--- config.mk ---
export PLATFORM = sky130hd
export DESIGN_NAME = dc_ctrl_regs
export DESIGN_NICKNAME = d
export VERILOG_FILES = /design/src/rtl/dc_pkg.sv /design/src/rtl/dc_cmd_decode.sv /design/src/rtl/dc_res_decode.sv /design/src/rtl/dc_query.sv /design/src/rtl/dc_ctrl_regs.sv
export SDC_FILE = /design/constraint.sdc
export NUM_CORES = 1
export LEC_CHECK = 0
export ABC_AREA = 1
export CORE_AREA = 2 2 117 119
export DETAILED_ROUTE_END_ITERATION = 10
export DIE_AREA = 0 0 119 121
export PLACE_DENSITY = 0.83
export SETUP_SLACK_MARGIN = 0.05
export SLEW_MARGIN = 5
export SYNTH_ARGS = -nofsm -noshare
export SYNTH_HDL_FRONTEND = slang
export SYNTH_SLANG_ARGS = --single-unit
--- constraint.sdc ---
create_clock -name clk_i -period 1.11 [get_ports clk_i]
set_clock_uncertainty 0.15 [all_clocks]
set_input_delay 0.333 -clock clk_i [delete_from_list [all_inputs] [get_ports clk_i]]
set_output_delay 0.333 -clock clk_i [all_outputs]
set_load 0.02 [all_outputs]
--- src/rtl/dc_pkg.sv ---
package dc_pkg;
  typedef enum logic [2:0] {
    OP_NONE,
    OP_RESET,
    OP_ENABLE,
    OP_DMA,
    OP_START,
    OP_VRANGE,
    OP_MODE,
    OP_QUERY
  } dc_op_e;

  localparam logic [31:0] STATUS_RST = 32'h1480_2000;

  localparam int unsigned ST_FIELD   = 31;
  localparam int unsigned ST_DMA_LO  = 29;
  localparam int unsigned ST_BUSY    = 27;
  localparam int unsigned ST_DIS     = 23;
  localparam int unsigned ST_DEPTH   = 21;
  localparam int unsigned ST_PAL     = 20;
  localparam int unsigned ST_VSEL_LO = 19;
  localparam int unsigned ST_MODE_LO = 17;
  localparam int unsigned ST_HX      = 16;

  localparam logic [31:0] QUERY_ID_CONST = 32'hBFC0_3720;
  localparam logic [31:0] QUERY_VER      = 32'd2;
endpackage

--- src/rtl/dc_cmd_decode.sv ---
module dc_cmd_decode #(
  parameter int unsigned OP_W = 8
) (
  input  logic            valid_i,
  input  logic [OP_W-1:0] opcode_i,
  output dc_pkg::dc_op_e  op_o
);
  import dc_pkg::*;

  always_comb begin
    op_o = OP_NONE;
    if (valid_i) begin
      case (opcode_i)
        OP_W'(8'h00), OP_W'(8'h01): op_o = OP_RESET;
        OP_W'(8'h03):               op_o = OP_ENABLE;
        OP_W'(8'h04):               op_o = OP_DMA;
        OP_W'(8'h05):               op_o = OP_START;
        OP_W'(8'h07):               op_o = OP_VRANGE;
        OP_W'(8'h08):               op_o = OP_MODE;
        OP_W'(8'h10):               op_o = OP_QUERY;
        default:                    op_o = OP_NONE;
      endcase
    end
  end
endmodule

--- src/rtl/dc_res_decode.sv ---
module dc_res_decode #(
  parameter int unsigned WID_W = 10,
  parameter int unsigned HGT_W = 9
) (
  input  logic [2:0]       hsel_i,
  input  logic [1:0]       vsel_i,
  output logic [WID_W-1:0] width_o,
  output logic [HGT_W-1:0] height_o
);
  always_comb begin
    case (hsel_i)
      3'd0:       width_o = WID_W'(256);
      3'd1:       width_o = WID_W'(368);
      3'd2:       width_o = WID_W'(320);
      3'd3:       width_o = WID_W'(384);
      3'd4, 3'd5: width_o = WID_W'(512);
      default:    width_o = WID_W'(640);
    endcase
  end

  always_comb begin
    case (vsel_i)
      2'd0:    height_o = HGT_W'(240);
      2'd2:    height_o = HGT_W'(256);
      default: height_o = HGT_W'(480);
    endcase
  end
endmodule

--- src/rtl/dc_query.sv ---
module dc_query #(
  parameter int unsigned TEX_W = 20,
  parameter int unsigned AXY_W = 10,
  parameter int unsigned OFF_W = 11,
  parameter int unsigned RB_W  = 32
) (
  input  logic             clk_i,
  input  logic             rst_ni,
  input  logic             load_i,
  input  logic [7:0]       idx_i,
  input  logic [TEX_W-1:0] tex_win_i,
  input  logic [AXY_W-1:0] area_x0_i,
  input  logic [AXY_W-1:0] area_y0_i,
  input  logic [AXY_W:0]   area_x1_i,
  input  logic [AXY_W:0]   area_y1_i,
  input  logic [OFF_W-1:0] off_x_i,
  input  logic [OFF_W-1:0] off_y_i,
  output logic [RB_W-1:0]  rb_o
);
  import dc_pkg::*;

  localparam int unsigned CORNER_W = 2 * AXY_W;
  localparam int unsigned OFFS_W   = 2 * OFF_W;

  logic [AXY_W:0]  x_last, y_last;
  logic [RB_W-1:0] rb_q;

  assign x_last = area_x1_i - 1'b1;
  assign y_last = area_y1_i - 1'b1;

  logic unused_top;
  assign unused_top = x_last[AXY_W] ^ y_last[AXY_W];

  always_ff @(posedge clk_i or negedge rst_ni) begin
    if (!rst_ni) begin
      rb_q <= '0;
    end else if (load_i) begin
      case (idx_i)
        8'd2:        rb_q <= RB_W'(tex_win_i);
        8'd3:        rb_q <= RB_W'({area_y0_i, area_x0_i});
        8'd4:        rb_q <= RB_W'(CORNER_W'({y_last[AXY_W-1:0], x_last[AXY_W-1:0]}));
        8'd5, 8'd6:  rb_q <= RB_W'(OFFS_W'({off_y_i, off_x_i}));
        8'd7:        rb_q <= RB_W'(QUERY_VER);
        8'd8, 8'd15: rb_q <= RB_W'(QUERY_ID_CONST);
        default:     rb_q <= rb_q;
      endcase
    end
  end

  assign rb_o = rb_q;
endmodule

--- src/rtl/dc_ctrl_regs.sv ---
module dc_ctrl_regs #(
  parameter int unsigned DX_W  = 10,
  parameter int unsigned DY_W  = 9,
  parameter int unsigned VR_W  = 10,
  parameter int unsigned TEX_W = 20,
  parameter int unsigned AXY_W = 10,
  parameter int unsigned OFF_W = 11
) (
  input  logic             clk_i,
  input  logic             rst_ni,
  input  logic             cmd_valid_i,
  input  logic [31:0]      cmd_i,
  input  logic             vblank_i,
  input  logic             xfer_start_i,
  input  logic [TEX_W-1:0] tex_win_i,
  input  logic [AXY_W-1:0] area_x0_i,
  input  logic [AXY_W-1:0] area_y0_i,
  input  logic [AXY_W:0]   area_x1_i,
  input  logic [AXY_W:0]   area_y1_i,
  input  logic [OFF_W-1:0] off_x_i,
  input  logic [OFF_W-1:0] off_y_i,
  output logic [31:0]      status_o,
  output logic [9:0]       width_o,
  output logic [8:0]       height_o,
  output logic             pal_o,
  output logic             depth24_o,
  output logic [DX_W-1:0]  disp_x_o,
  output logic [DY_W-1:0]  disp_y_o,
  output logic [VR_W-1:0]  vstart_o,
  output logic [VR_W-1:0]  vend_o,
  output logic [31:0]      readback_o,
  output logic             abort_o
);
  import dc_pkg::*;

  localparam int unsigned OP_W  = 8;
  localparam int unsigned WID_W = 10;
  localparam int unsigned HGT_W = 9;
  localparam int unsigned ARG_W = 32 - OP_W;

  dc_op_e          op;
  logic [ARG_W-1:0] arg;
  logic [31:0]     status_q, status_d;
  logic [DX_W-1:0] disp_x_q;
  logic [DY_W-1:0] disp_y_q;
  logic [VR_W-1:0] vstart_q, vend_q;
  logic            abort_q;

  assign arg = cmd_i[ARG_W-1:0];

  logic unused_arg;
  assign unused_arg = ^arg[ARG_W-1:2*VR_W];

  dc_cmd_decode #(.OP_W(OP_W)) i_decode (
    .valid_i  (cmd_valid_i),
    .opcode_i (cmd_i[31:ARG_W]),
    .op_o     (op)
  );

  always_comb begin
    status_d = status_q;
    if (vblank_i)     status_d[ST_FIELD] = ~status_q[ST_FIELD];
    if (xfer_start_i) status_d[ST_BUSY]  = 1'b1;
    case (op)
      OP_RESET:  status_d[ST_BUSY] = 1'b0;
      OP_ENABLE: status_d[ST_DIS] = arg[0];
      OP_DMA:    status_d[ST_DMA_LO +: 2] = arg[1:0];
      OP_MODE: begin
        status_d[ST_MODE_LO +: 6] = arg[5:0];
        status_d[ST_HX]           = arg[6];
      end
      default: ;
    endcase
  end

  always_ff @(posedge clk_i or negedge rst_ni) begin
    if (!rst_ni) begin
      status_q <= STATUS_RST;
      abort_q  <= 1'b0;
    end else begin
      status_q <= status_d;
      abort_q  <= (op == OP_RESET);
    end
  end

  always_ff @(posedge clk_i or negedge rst_ni) begin
    if (!rst_ni) begin
      disp_x_q <= '0;
      disp_y_q <= '0;
      vstart_q <= '0;
      vend_q   <= VR_W'(240);
    end else begin
      if (op == OP_START) begin
        disp_x_q <= arg[DX_W-1:0];
        disp_y_q <= arg[DX_W +: DY_W];
      end
      if (op == OP_VRANGE) begin
        vstart_q <= arg[VR_W-1:0];
        vend_q   <= arg[VR_W +: VR_W];
      end
    end
  end

  dc_res_decode #(.WID_W(WID_W), .HGT_W(HGT_W)) i_res (
    .hsel_i   (status_q[ST_HX +: 3]),
    .vsel_i   (status_q[ST_VSEL_LO +: 2]),
    .width_o  (width_o),
    .height_o (height_o)
  );

  dc_query #(
    .TEX_W(TEX_W), .AXY_W(AXY_W), .OFF_W(OFF_W), .RB_W(32)
  ) i_query (
    .clk_i     (clk_i),
    .rst_ni    (rst_ni),
    .load_i    (op == OP_QUERY),
    .idx_i     (arg[7:0]),
    .tex_win_i (tex_win_i),
    .area_x0_i (area_x0_i),
    .area_y0_i (area_y0_i),
    .area_x1_i (area_x1_i),
    .area_y1_i (area_y1_i),
    .off_x_i   (off_x_i),
    .off_y_i   (off_y_i),
    .rb_o      (readback_o)
  );

  assign status_o  = status_q;
  assign pal_o     = status_q[ST_PAL];
  assign depth24_o = status_q[ST_DEPTH];
  assign disp_x_o  = disp_x_q;
  assign disp_y_o  = disp_y_q;
  assign vstart_o  = vstart_q;
  assign vend_o    = vend_q;
  assign abort_o   = abort_q;
endmodule

==> impl_metrics.ini <==
[status]
status = complete, but fails checks
violations = negative setup slack

[clock_network]
ctsRootBufferMaster = clkbuf_16
cts.sinks = 75
ctsHtreeMaxLevel = 3
clkTransAtPathRegs_ps = 60
cts_buffers = 9
clk-insertion-delay-late_ps = 330
cts_tree = done
clockBufferDepth = 2

[drt]
first_pass_iters = 5
via_count = 5747
met2WireLength_mm = 10.8
drt-initial-drc-count = 383
avgViaCountPerCell = 4.76
wl_met3_mm = 1.55
wl_per_cell_um = 16.8
m1WireLength_mm = 7.26
wl_mm = 20.3
routed.top_layer = met4
ant_nets = 0
drc_errors = 0

[cells_and_area]
n_antenna_cell = 0
syn2layout_area_growth_pct = 102
stdcell_area_um2 = 9410
nNetsFinal = 1151
nFillCells = 980
final_layout_size_suffix_gt1_share_pct = 44.0

[placement]
place_ws_ps = -1370
placed_area_um2 = 7370
hpwlAfterDp_mm = 11.8
gp_congestion = 0.941
io_buffers = 210

[synth]
ys_ff_latch = 75
yosys_warnings = 0
synth_area_leaders = dfrtp_1, nand2_1, buf_4
synthFlopType = dfrtp_1
yosysSeqAreaShare_pct = 40.4
ys_async_sr_fraction_pct = 100
synth_cell_type_count = 28
synth_area_um2 = 4660
syn_area_per_cell_um2 = 6.80
synth_top_area_cell = dfrtp_1
synth.most_common_cell = nand2_1
synth_edf_count = 0
yosysTopAreaCellShare_pct = 37.6
synth_cells = 685
synth_common_cells = nand2_1, inv_1, dfrtp_1

[global_route]
grtUsageTotal_pct = 23.0
antenna_found_initial = 1
grt_pass1_vias = 5250
grt_max_degree = 46
grt_first_pass_wirelength_mm = 26.2
grt-ovfl-total = 0

[die]
die_h_um = 121
fp.coreArea_um2 = 13100
die_area_um2 = 14400
rows = 42
initial_core_util_pct = 35.6
die_width_um = 119
io_pins = 246

[power_and_ir_drop]
power_density_nw_per_um2 = 1040
p_leak_nw = 4.84
vdd_drop_max_mv = 0.937
power_w = 0.00974

[sta]
setup_violations = 170
maxSlewViolCount = 0
fmax_ghz = 0.579
grt_setup_unrepaired = yes
hold_viol_final = 0
fin_crit_ps = 1730
fin_crit_sh_pct = 156
fin_ws_ps = -616

[worst_setup_path]
worstPathMaxFanout = 6
end_kind = flip-flop
r2r_cells = 4
cp.required_ps = 1180
cp.arrival_ps = 1800
criticalPathCategory = in -> reg
crit_path_start_kind = input port

[flow_run]
drv_cap = 0

[min_path]
min_path_cells = 3
hold_class = in -> reg
## cell usage in the layout, fill, tap and decap left out, types with 11 or more instances in the layout
cell and instances:
nor2_1 36, buf_4 110, nand2_1 191, nand2_2 56
conb_1 29, inv_1 60, nor2_4 15, o21ai_1 29
o21ai_2 20, buf_8 11, buf_6 109, nand2_4 28
buf_12 19, clkdlybuf4s50_1 94, dfrtp_1 63, nand3_1 53
inv_2 11, clkbuf_16 16
## metal layers
layer / GRT usage [%] / vias to the layer above
met4: 6.55 / 0
li1: - / 2723
met3: 5.78 / 52
met2: 42.2 / 311
met1: 26.4 / 2661
met5: 0 / -
## logic make-up after synthesis
family / share of synthesized area [%]
AND/OR/NAND/NOR: 35.9
other: 0.161
buffers and inverters: 15.6
AO/OA/AOI/OAI: 6.31
flip-flops: 40.4
adder cells (fa/ha/maj): 1.07
XOR/XNOR: 0.564
## final cells by class
class                   instances  area, um^2  share of cell area (%)
flip-flops and latches         75        1890                    20.1
inverters                      76         310                    3.30
multi-input cells             496        2800                    29.8
well taps                     176         220                    2.34
repair buffers                368        3850                    40.9
clock inverters                 6         113                    1.20
clock buffers                  10         229                    2.43
## state kept, by name (all words and copies together) (netlist names)
register      flops
vstart_o         10
status_o         12
disp_x_o         10
vend_o           10
disp_y_o          9
abort_o           1
i_query.rb_o     23
## path summary, 6_finish.rpt
path,end,slack [ps],from
max,i_query.rb_o[16],-620,cmd_i[28]
min,disp_x_o[3],160,cmd_i[3]
max reg2reg,disp_y_o[1],-60,disp_y_o[1]
min reg2reg,status_o[23],340,status_o[23]
max in group asynchronous,vend_o[7],140,rst_ni
min in group asynchronous,disp_y_o[8],360,rst_ni
## repair_timing
item                                    4_1_cts  5_1_grt
endpoints found under the hold margin        70        0
hold buffers                                  1        0
cloned                                        4       11
gates resized for setup                     635      222
endpoints found under the setup margin      170      170
setup buffers                                41       41
pin swaps                                    24       47
## report_power, final
group	switching, W	internal, W
Combinational	0.00149	0.00164
Sequential	0.000226	0.00299
Clock	0.00118	0.00221
## critical path, cell delays in order
cell,delay (ps)
dlygate4sd2_1,330
inv_1,140
nand2_2,120
buf_6,120
nand2_4,80
nor2_4,170
nand3_4,160
clkbuf_16,220
nand2_4,70
nand2_2,40
## stage by stage
step	TNS [ps]	hold slack, ps	util (%)	instances
2_1_floorplan	-37320	-113	-	712
3_3_place_gp	-125760	163	56.4	1099
5_1_grt	-72990	191	71.9	1207
3_5_place_dp	-129980	163	56.4	1099
6_report	-67160	164	71.9	1207
4_1_cts	-68130	178	64.3	1161
No activity file was read; power rests on OpenSTA's default activity.
